## config.mk

```make
export PLATFORM = sky130hd
export DESIGN_NAME = bitfile_hdr_walker
export DESIGN_NICKNAME = d
export VERILOG_FILES = /design/src/rtl/bitfile_hdr_pkg.sv /design/src/rtl/bitfile_tag_class.sv /design/src/rtl/bitfile_hdr_walker.sv
export SDC_FILE = /design/constraint.sdc
export NUM_CORES = 1
export LEC_CHECK = 0
export BUFFER_PORTS_ARGS = -buffer_cell sky130_fd_sc_hd__buf_2
export CAP_MARGIN = 20
export CORE_MARGIN = 5
export CORE_UTILIZATION = 50
export CTS_CLUSTER_DIAMETER = 80
export DETAILED_ROUTE_END_ITERATION = 8
export PLACE_DENSITY = 0.72
export SYNTH_ARGS = -nofsm -noshare
export SYNTH_HDL_FRONTEND = slang
export SYNTH_HIERARCHICAL = 1
export SYNTH_SLANG_ARGS = --single-unit
```

## constraint.sdc

```tcl
create_clock -name clk -period 3.4 [get_ports clk]
set_input_delay 0.17 -clock clk [delete_from_list [all_inputs] [get_ports clk]]
set_output_delay 0.17 -clock clk [all_outputs]
set_load 0.02 [all_outputs]
```

## src/rtl/bitfile_hdr_pkg.sv

```systemverilog
package bitfile_hdr_pkg;
    localparam int LEN_W          = 32;
    localparam int SHORT_LEN_W    = 16;
    localparam int FID_W          = 2;
    localparam logic [7:0] TAG_TEXT_FIRST = 8'h61;
    localparam int TAG_TEXT_COUNT = 4;
    localparam logic [7:0] TAG_DATA       = 8'h65;

    typedef enum logic [3:0] {
        S_PRE_LEN,
        S_PRE_SKIP,
        S_HDR_WORD,
        S_TAG,
        S_STR_LEN,
        S_STR_BODY,
        S_PAY_LEN,
        S_PAY_BODY,
        S_DONE,
        S_ERR
    } walk_state_e;

    typedef struct packed {
        walk_state_e      st;
        logic [LEN_W-1:0] rem;
        logic [LEN_W-1:0] acc;
        logic [FID_W-1:0] fid;
        logic [LEN_W-1:0] plen;
        logic             plen_vld;
        logic             sv;
        logic [7:0]       sb;
        logic [FID_W-1:0] sf;
        logic             sl;
        logic             e_tag;
        logic             e_trunc;
    } walk_regs_t;
endpackage

```

## src/rtl/bitfile_tag_class.sv

```systemverilog
module bitfile_tag_class
    import bitfile_hdr_pkg::*;
(
    input  logic [7:0]       tag_byte,
    output logic             is_text,
    output logic             is_data,
    output logic [FID_W-1:0] text_id
);
    logic [7:0] offset;

    always_comb begin
        offset  = tag_byte - TAG_TEXT_FIRST;
        is_text = (offset < 8'(TAG_TEXT_COUNT));
        is_data = (tag_byte == TAG_DATA);
        text_id = offset[FID_W-1:0];
    end
endmodule

```

## src/rtl/bitfile_hdr_walker.sv

```systemverilog
module bitfile_hdr_walker
    import bitfile_hdr_pkg::*;
(
    input  logic             clk,
    input  logic             rst_n,
    input  logic             in_valid,
    input  logic [7:0]       in_data,
    input  logic             in_last,
    output logic             in_ready,
    output logic             str_valid,
    output logic [FID_W-1:0] str_field,
    output logic [7:0]       str_byte,
    output logic             str_last,
    output logic [LEN_W-1:0] pay_len,
    output logic             pay_len_valid,
    output logic             pay_valid,
    output logic [7:0]       pay_data,
    input  logic             pay_ready,
    output logic             done,
    output logic             err_unknown_tag,
    output logic             err_truncated
);
    walk_regs_t q, d;
    logic             take;
    logic [LEN_W-1:0] acc_n;
    logic [LEN_W-1:0] short_len;
    logic             tag_text, tag_data;
    logic [FID_W-1:0] tag_id;

    bitfile_tag_class u_tag (
        .tag_byte (in_data),
        .is_text  (tag_text),
        .is_data  (tag_data),
        .text_id  (tag_id)
    );

    always_comb begin
        case (q.st)
            S_DONE, S_ERR: in_ready = 1'b0;
            S_PAY_BODY:    in_ready = pay_ready;
            default:       in_ready = 1'b1;
        endcase
    end

    always_comb begin
        d         = q;
        d.sv      = 1'b0;
        d.sl      = 1'b0;
        take      = in_valid && in_ready;
        acc_n     = {q.acc[LEN_W-9:0], in_data};
        short_len = LEN_W'(acc_n[SHORT_LEN_W-1:0]);
        if (take) begin
            d.acc = acc_n;
            case (q.st)
                S_PRE_LEN: begin
                    if (q.rem == '0) begin
                        if (short_len == '0) begin
                            d.st  = S_HDR_WORD;
                            d.rem = LEN_W'(1);
                        end else begin
                            d.st  = S_PRE_SKIP;
                            d.rem = short_len - 1'b1;
                        end
                    end else begin
                        d.rem = q.rem - 1'b1;
                    end
                end
                S_PRE_SKIP: begin
                    if (q.rem == '0) begin
                        d.st  = S_HDR_WORD;
                        d.rem = LEN_W'(1);
                    end else begin
                        d.rem = q.rem - 1'b1;
                    end
                end
                S_HDR_WORD: begin
                    if (q.rem == '0) d.st = S_TAG;
                    else             d.rem = q.rem - 1'b1;
                end
                S_TAG: begin
                    if (tag_text) begin
                        d.st  = S_STR_LEN;
                        d.rem = LEN_W'(1);
                        d.fid = tag_id;
                    end else if (tag_data) begin
                        d.st  = S_PAY_LEN;
                        d.rem = LEN_W'(3);
                    end else begin
                        d.st    = S_ERR;
                        d.e_tag = 1'b1;
                    end
                end
                S_STR_LEN: begin
                    if (q.rem == '0) begin
                        if (short_len == '0) begin
                            d.st = S_TAG;
                        end else begin
                            d.st  = S_STR_BODY;
                            d.rem = short_len - 1'b1;
                        end
                    end else begin
                        d.rem = q.rem - 1'b1;
                    end
                end
                S_STR_BODY: begin
                    d.sv = 1'b1;
                    d.sb = in_data;
                    d.sf = q.fid;
                    d.sl = (q.rem == '0);
                    if (q.rem == '0) d.st = S_TAG;
                    else             d.rem = q.rem - 1'b1;
                end
                S_PAY_LEN: begin
                    if (q.rem == '0) begin
                        d.plen     = acc_n;
                        d.plen_vld = 1'b1;
                        if (acc_n == '0) begin
                            d.st = S_DONE;
                        end else begin
                            d.st  = S_PAY_BODY;
                            d.rem = acc_n - 1'b1;
                        end
                    end else begin
                        d.rem = q.rem - 1'b1;
                    end
                end
                S_PAY_BODY: begin
                    if (q.rem == '0) d.st = S_DONE;
                    else             d.rem = q.rem - 1'b1;
                end
                default: ;
            endcase
            if (in_last && d.st != S_DONE && d.st != S_ERR) begin
                d.st     = S_ERR;
                d.e_trunc = 1'b1;
            end
        end
    end

    always_ff @(posedge clk) begin
        if (!rst_n) begin
            q <= '{st: S_PRE_LEN, rem: LEN_W'(1), default: '0};
        end else begin
            q <= d;
        end
    end

    assign str_valid       = q.sv;
    assign str_field       = q.sf;
    assign str_byte        = q.sb;
    assign str_last        = q.sl;
    assign pay_len         = q.plen;
    assign pay_len_valid   = q.plen_vld;
    assign pay_valid       = (q.st == S_PAY_BODY) && in_valid;
    assign pay_data        = in_data;
    assign done            = (q.st == S_DONE);
    assign err_unknown_tag = q.e_tag;
    assign err_truncated   = q.e_trunc;

    p_str_after_take_r4: assert property (@(posedge clk) disable iff (!rst_n)
        str_valid |-> $past(in_valid && in_ready));
    p_str_gap_after_last_r4: assert property (@(posedge clk) disable iff (!rst_n)
        (str_valid && str_last) |=> !str_valid);
    p_len_held_r5: assert property (@(posedge clk) disable iff (!rst_n)
        pay_len_valid |=> (pay_len_valid && $stable(pay_len)));
    p_streams_apart_r6: assert property (@(posedge clk) disable iff (!rst_n)
        !(pay_valid && str_valid));
    p_done_after_take_r7: assert property (@(posedge clk) disable iff (!rst_n)
        $rose(done) |-> $past(in_valid && in_ready));
    p_flags_sticky_r10: assert property (@(posedge clk) disable iff (!rst_n)
        (done || err_unknown_tag || err_truncated) |=>
        (done || err_unknown_tag || err_truncated));
    p_done_no_err_r10: assert property (@(posedge clk) disable iff (!rst_n)
        !(done && (err_unknown_tag || err_truncated)));
endmodule

```

==> results of run 1 <==
Yosys cell counts (10+ instances only):
cell and count:
nor2_1 112, dfxtp_1 109, nand2_1 88, a21oi_1 61, buf_4 54, mux2i_1 44, clkbuf_1 39, o21ai_0 38
nor3_1 28, xnor2_1 25, nor4_1 22, inv_1 13, nand3_1 13, a31oi_1 12, buf_2 10
through the flow:
stage	worst slack [ps]	area (um^2)	std cells
after global placement	470	6680	992
after floorplan	478	6500	829
final	370	6990	1008
after detailed placement	379	6680	992
after global routing	153	6990	1008
after CTS	405	6990	1008
final timing paths:
check	from	to	slack, ps	cells after the start
max	q[81]	q[93]	370	11
min	in_data[1]	acc_n[9]	130	3
max reg2reg	q[81]	q[93]	370	11
min reg2reg	err_truncated	err_truncated	470	1
where the power goes:
| group | switching (mW) | internal [mW] |
|---|---|---|
| sequential | 0.109 | 1.35 |
| combinational | 0.650 | 0.374 |
| clock | 0.512 | 0.583 |
| total | 1.27 | 2.31 |
layout make-up:
cell class                 instances  area, um^2
clock buffer                       9         225
inverter                          13        48.8
fill                            1198        5680
tap                              172         215
clock inverter                     7        85.1
multi-input combinational        599        3640
sequential                       109        2180
timing repair buffer              99         593
per-layer routing:
metal	up-vias	wire [um]	part of all wire, %
met1	2746	7730	45
met2	216	7860	46
met4	0	449	2.6
met5	-	0	0
li1	2885	-	-
met3	33	997	5.9
state kept, by name, indices dropped and copies added, names as in the netlist:
name / flops
err_truncated: 1
acc_n: 24
str_field: 2
pay_len: 32
str_byte: 8
pay_len_valid: 1
str_last: 1
err_unknown_tag: 1
str_valid: 1
q: 38
cells by family (layout without fill, tap and decap cells):
logic type / Yosys count / count (layout)
simple gates: 336 / 336
xor+xnor: 34 / 34
flops: 109 / 109
mux: 44 / 44
compound gates: 179 / 179
buf+inv: 121 / 128
fa+ha+maj: 6 / 6
critical path: cells and delay by family, from the launching register on:
kind                       cells  cell delay (ps)
and+or+nand+nor                5             1240
DFF                            1              350
AOI/OAI and AO/OA              2              580
buffers and inverters          3              510
adders and majority gates      1              240
==> impl_metrics.toml, run 1 <==
[place]
dpl.hpwl_um = 12200
port_buffers = 70
place_congestion = 0.947

[yosys]
synth_cells = 829
yosys_warnings = 6
synth_top_area_share_pct = 33.6
ys_types = 73
synth_xor_area_share_pct = 4.58
synth_adder_area_share_pct = 1.16
synthFlopType = "dfxtp_1"
synthesis.area_um2 = 6500
synth_top_family_by_area = "simple AND/OR/NAND/NOR gates"
post-synth-top-area-cell = "dfxtp_1"
syn-num-nets = 848
ys_ff_latch = 109
synthMuxAreaShare_pct = 6.78
yosys.area_share.simple_pct = 25.8
synth_edf_count = 0
yosys-top-cells-area = "dfxtp_1, mux2i_1, nor2_1"
synth_async_sr_flop_share_pct = 0
synth-compound-area-share_pct = 17.6
synth_area_per_cell_um2 = 7.84
ys_seq_area_share_pct = 33.6

[clock_tree]
post_cts_resized = 0
post_cts_buffers = 0
root_buffer = "clkbuf_16"
cts.sinks = 109
clk_latency_ps = 360
cts-buffers-inserted = 9
cts_tree = "built"
clk_pin_slew_ps = 70
cts-htree-levels = 3
clock_path_buffers = 2
cts_hold_buffers = 0

[critical_path]
required_ps = 3650
startpoint_type = "flop"
critPathArrivalTime_ps = 3280
crit_path_max_fanout = 8
cp_slowest_cell = "or4_1"
cp-end-kind = "flop"
crit_type = "reg2reg"
max_stage_delay_ps = 580
crit_top_cell = "buf_4"
path_cells = "inv_1, ha_1, nor4b_1, nand4_1, or4_1, buf_4, o31ai_4, buf_4, nor4_1, o21ai_0, nand2_1"

[floorplan]
die_w_um = 124
rows = 41
core_area_um2 = 12700
initial_utilization_pct = 51.3
die_y_um = 124
ios = 71
dieArea_um2 = 15400

[timing]
worstMarginPinSlew_ps = 759
whs_ps = 131
worst_clock_skew_ps = 7.15
min_period_ps = 3030
slew_viol_final = 0
final_hold_viol_count = 0
period_share_pct = 89.1
max_freq_ghz = 0.330
rsz0062_at_grt = "no"
setup_viol = 0
tns_ps = 0
relSlewSlack_pct = 49.2

[grt]
grt_use_met1_pct = 31.6
grt_usage_pct = 23.0
grt_first_pass_wirelength_um = 28300
use_met3_pct = 3.27
grt-busiest-layer = "met2"
grt_pass1_vias = 5618
grt_remaining_overflow = 0
antenna_found_initial = 0
grt_use_met2_pct = 35.9
grt_max_degree = 59

[job]
max_cap_violations = 0

[power]
power_density_nw_per_um2 = 512
ir_worst_vdd_v = 0.000325
leakage_nw = 2.64
p_total_mw = 3.58

[final_layout]
final_util_pct = 55.2
area_growth_syn_to_layout_pct = 7.57
mostFrequentLayoutCell = "nor2_1"
drive_gt1_share_pct = 16.7
final_cell_mix = "nor2_1, dfxtp_1, nand2_1"
nNetsFinal = 850
n_antenna_cell = 0

[hold_path]
min_path_type = "in2reg"

[routing]
routed_wl_um = 17000
firstDrtPassIters = 5
ant_nets = 0
via_per_inst = 5.83
num_vias = 5880
wl_per_cell_um = 16.9
drt_iter0_drc = 502
drc = 0

[status]
status = "finished clean"
No activity file was read; power rests on OpenSTA's default activity.
==> inputs of run 2 (changes only) <==
--- a/config.mk
+++ b/config.mk
@@ -5,13 +5,14 @@
 export SDC_FILE = /design/constraint.sdc
 export NUM_CORES = 1
 export LEC_CHECK = 0
+export ABC_AREA = 1
 export BUFFER_PORTS_ARGS = -buffer_cell sky130_fd_sc_hd__buf_2
-export CAP_MARGIN = 20
+export CAP_MARGIN = 10
 export CORE_MARGIN = 5
-export CORE_UTILIZATION = 50
+export CORE_UTILIZATION = 45
 export CTS_CLUSTER_DIAMETER = 80
 export DETAILED_ROUTE_END_ITERATION = 8
-export PLACE_DENSITY = 0.72
+export PLACE_DENSITY = 0.66
 export SYNTH_ARGS = -nofsm -noshare
 export SYNTH_HDL_FRONTEND = slang
 export SYNTH_HIERARCHICAL = 1
==> impl_metrics.toml, run 2 <==
[timing]
worst_clock_skew_ps = 8.77
min_period_ps = 2740
max_freq_ghz = 0.365
tns_ps = 0
slew_viol_final = 0
final_hold_viol_count = 0
relSlewSlack_pct = 40.7
period_share_pct = 80.5
worstMarginPinSlew_ps = 888
rsz0062_at_grt = "no"
setup_viol = 0

[final_layout]
largest_register = "q"
n_antenna_cell = 0
final_util_pct = 48.0
final_cell_mix = "nand2_1, nor2_1, inv_1"
area_growth_syn_to_layout_pct = 5.65
seq_area_um2 = 2180
multi_input_area_um2 = 3620
fill_cells = 1620
drive_gt1_share_pct = 13.7
nNetsFinal = 1082
mostFrequentLayoutCell = "nand2_1"
largest_reg_flops = 38

[critical_path]
crit_path_max_fanout = 32
cp-end-kind = "flop"
r2r_slack_ps = 660
max_stage_delay_ps = 550
crit_buf_inv = 4
crit_type = "reg2reg"
critical-path-top-delay-family = "simple AND/OR/NAND/NOR gates"
cp_slowest_cell = "dfxtp_1"
critPathArrivalTime_ps = 2980
path_cells = "nor2_2, inv_2, nor2_2, nand2_1, nand2_1, nor2_4, inv_2, nor2_2, nand3_2, inv_2, o311ai_1, o211ai_1, inv_1"
startpoint_type = "flop"
required_ps = 3650

[routing]
drt_iter0_drc = 505
firstDrtPassIters = 6
routed_wl_um = 19400
via_per_inst = 5.27
num_vias = 6624
wl_per_cell_um = 15.4
ant_nets = 0
drc = 0

[place]
dpl.hpwl_um = 14200
port_buffers = 70
place_congestion = 0.978

[yosys]
synth_area_per_cell_um2 = 6.48
synthFlopType = "dfxtp_1"
post-synth-top-area-cell = "dfxtp_1"
yosys_warnings = 6
synth_edf_count = 0
synth_most_common_cell = "nand2_1"
synth_top_area_share_pct = 31.8
synth_async_sr_flop_share_pct = 0
ys_seq_area_share_pct = 31.8
ys_types = 43
synth_cells = 1059
yosys-top-cells-area = "dfxtp_1, nand2_1, a21oi_1"
ys_ff_latch = 109
synthesis.area_um2 = 6860
syn-num-nets = 1078
synthTopCellsByCount = "nand2_1, nor2_1, inv_1"

[floorplan]
die_y_um = 133
dieArea_um2 = 17800
rows = 45
die_w_um = 133
ios = 71
core_area_um2 = 15100
initial_utilization_pct = 45.5

[clock_tree]
clk_pin_slew_ps = 70
cts.sinks = 109
cts_tree = "built"
cts-buffers-inserted = 9
clk_latency_ps = 350
clock_path_buffers = 2
post_cts_resized = 0
cts-htree-levels = 3
post_cts_buffers = 0
root_buffer = "clkbuf_16"
cts_hold_buffers = 0

[power]
comb_power_share_pct = 23.4
seq_power_share_pct = 44.2
power_density_nw_per_um2 = 436
clockPowerShare_pct = 32.4
sw_frac_of_total_pct = 34.1
leakage_nw = 3.20
power_switching_mw = 1.08
ir_worst_vdd_v = 0.000310
p_int_mw = 2.08

[status]
status = "finished clean"

[grt]
grt_remaining_overflow = 0
grt_usage_pct = 21.8
grt_first_pass_wirelength_um = 31900
antenna_found_initial = 0
grt_pass1_vias = 6318
grt_max_degree = 65

[job]
max_cap_violations = 0

[hold_path]
min_path_type = "in2reg"
## run 2: cell type report
cell class / instances / area share, %
Multi-Input combinational cell: 728 / 49.9
Clock inverter: 6 / 0.639
Sequential cell: 109 / 30.1
Inverter: 137 / 7.11
Timing Repair Buffer: 78 / 5.66
Clock buffer: 10 / 3.30
Tap cell: 188 / 3.24
## run 2: cell families after synthesis
logic type	share of synthesized area, %
xor gates and xnor gates	3.96
DFF	31.8
and+or+nand+nor	27.4
buffers and inverters	15.4
adders and majority gates	1.09
AOI/OAI and AO/OA	20.3
## run 2: worst paths after layout
kind                     from           to  cells after the start
hold reg to reg   pay_len[31]  pay_len[31]                      2
setup reg to reg       q[116]        q[87]                     13
setup / recovery       q[116]        q[87]                     13
hold / removal        in_last       q[113]                      3
## run 2: worst min-delay path: cells and delay by family
| kind | cells | cell delay (ps) |
|---|---|---|
| buffers and inverters | 1 | 120 |
| AOI/OAI and AO/OA | 1 | 60 |
| and+or+nand+nor | 1 | 60 |
## run 2: power groups by stage
stage          sequential [mW]  combinational [mW]  clock, mW
5_1_grt                   1.40               0.831       1.09
3_3_place_gp              1.42               0.728          0
4_1_cts                   1.39               0.735       1.05
3_5_place_dp              1.42               0.730          0
6_report                  1.40               0.741       1.02
2_1_floorplan             1.40               0.562          0
## run 2: stage by stage
step / hold WS (ps) / power (mW) / instances / setup slack, ps / instance area, um^2
floorplan: 298 / 1.96 / 1059 / 1200 / 6860
global placement: 429 / 2.15 / 1240 / 716 / 6960
detailed placement: 432 / 2.15 / 1240 / 712 / 6960
CTS: 100 / 3.18 / 1256 / 702 / 7250
global route: 119 / 3.32 / 1256 / 466 / 7250
finish: 111 / 3.16 / 1256 / 664 / 7250
## run 2: routing by layer
metal	vias to the layer above	track usage, %	share of wire [%]
li1	3394	-	-
met2	168	36.7	46
met3	37	3.21	4.3
met4	0	7.71	2.9
met1	3025	28.6	46
met5	-	0	0
==> inputs of run 3 (changes only) <==
--- a/config.mk
+++ b/config.mk
@@ -5,14 +5,14 @@
 export SDC_FILE = /design/constraint.sdc
 export NUM_CORES = 1
 export LEC_CHECK = 0
-export ABC_AREA = 1
+export ABC_AREA = 0
 export BUFFER_PORTS_ARGS = -buffer_cell sky130_fd_sc_hd__buf_2
 export CAP_MARGIN = 10
 export CORE_MARGIN = 5
 export CORE_UTILIZATION = 45
 export CTS_CLUSTER_DIAMETER = 80
 export DETAILED_ROUTE_END_ITERATION = 8
-export PLACE_DENSITY = 0.66
+export PLACE_DENSITY = 0.68
 export SYNTH_ARGS = -nofsm -noshare
 export SYNTH_HDL_FRONTEND = slang
 export SYNTH_HIERARCHICAL = 1
==> constraint.sdc (replaced) <==
create_clock -name clk -period 2.5 [get_ports clk]
set_input_delay 0.125 -clock clk [delete_from_list [all_inputs] [get_ports clk]]
set_output_delay 0.125 -clock clk [all_outputs]
set_load 0.02 [all_outputs]
==> impl_metrics.toml, run 3 (synthesis results as in run 1) <==
[place]
dpl.hpwl_um = 14000
port_buffers = 70
dp_slack_ps = -127
placed_cell_area_um2 = 7530
place_congestion = 0.923

[power]
p_total_mw = 5.31
leakage_nw = 3.25
ir_worst_vdd_v = 0.000507
power_density_nw_per_um2 = 663

[critical_path]
crit_type = "reg2reg"
crit_path_max_fanout = 7
critPathArrivalTime_ps = 2740
cp-end-kind = "flop"
startpoint_type = "flop"
required_ps = 2760

[clock_tree]
clock_path_buffers = 2
cts_tree = "built"
cts_hold_buffers = 0
cts-htree-levels = 3
root_buffer = "clkbuf_16"
clk_latency_ps = 360
cts.sinks = 109
cts-buffers-inserted = 9
clk_pin_slew_ps = 80

[timing]
worstMarginPinSlew_ps = 597
min_period_ps = 2490
worst_clock_skew_ps = 8.70
slew_viol_final = 0
max_freq_ghz = 0.402
fin_ws_ps = 13.6
period_share_pct = 99.5
whs_ps = 76.1
setup_viol = 0
final_hold_viol_count = 0
rsz0062_at_grt = "yes"
relSlewSlack_pct = 59.9

[routing]
via_per_inst = 5.66
drt_iter0_drc = 643
ant_nets = 0
firstDrtPassIters = 7
num_vias = 6390
drc = 0
wl_per_cell_um = 16.9
routed_wl_um = 19100

[floorplan]
dieArea_um2 = 16900
rows = 44
ios = 71
core_area_um2 = 14400
die_w_um = 130
die_y_um = 130
initial_utilization_pct = 45.2

[grt]
grt_first_pass_wirelength_um = 30600
antenna_found_initial = 0
grt_pass1_vias = 5972
grt_usage_pct = 22.5
grt_max_degree = 50
grt_remaining_overflow = 0

[final_layout]
final_cell_mix = "buf_4, nor2_1, dfxtp_1"
fill_cells = 1332
largest_reg_flops = 38
area_growth_syn_to_layout_pct = 23.3
mostFrequentLayoutCell = "buf_4"
n_antenna_cell = 0
largest_register = "q"
design_area_um2 = 8010
drive_gt1_share_pct = 28.1
nNetsFinal = 958

[status]
status = "finished clean"

[hold_path]
min_path_type = "in2reg"

[job]
max_cap_violations = 0
==> run 3: final cells by class <==
class                   count  area [um^2]  area share [%]
repair buffers            207         1470            18.4
flip-flops and latches    109         2180            27.3
well taps                 184          230            2.87
clock inverters             7         80.1            1.00
clock buffers               9          225            2.81
inverters                  13         48.8           0.609
multi-input cells         599         3770            47.0
==> run 3: stage by stage <==
stage               TNS (ps)  std cells  util (%)
floorplan              -37.4        829         -
finish                     0       1128      55.8
CTS                        0       1122      54.7
global placement        -749       1104      52.4
global route            -936       1128      55.8
detailed placement     -1740       1104      52.4
==> run 3: worst max-delay path, stage by stage, from the launching register on <==
cell,delay [ps]
dfxtp_2,330
inv_2,60
ha_4,120
nor4b_4,220
nand4_1,170
or4_4,520
o31a_1,400
buf_4,200
nand4_1,80
a21oi_1,60
a31o_2,210
==> run 3: worst paths after layout <==
kind                      start            end  slack (ps)  cells past startpoint
setup / recovery          q[81]          q[91]          10                     10
hold reg to reg   pay_len_valid  pay_len_valid         480                      2
setup reg to reg          q[81]          q[91]          10                     10
hold / removal       in_data[3]    str_byte[3]          80                      3
==> run 3: per-layer routing <==
metal	track usage [%]	share of wire, %	up-vias
met5	0	0	-
met4	6.97	2.0	0
met3	3.77	5.7	28
met2	36.3	47	225
met1	30.8	45	3031
li1	-	-	3106
==> run 3: report_power, final <==
group	switching, mW	internal [mW]
clock	0.743	0.714
sequential	0.0948	1.84
combinational	1.07	0.850
==> run 3: what timing repair did <==
item | in CTS | in global routing
pin swaps | 4 | 4
cloned | 0 | 1
setup endpoints to repair | 46 | 62
gates resized for setup | 3 | 16
buffers inserted | 2 | 5
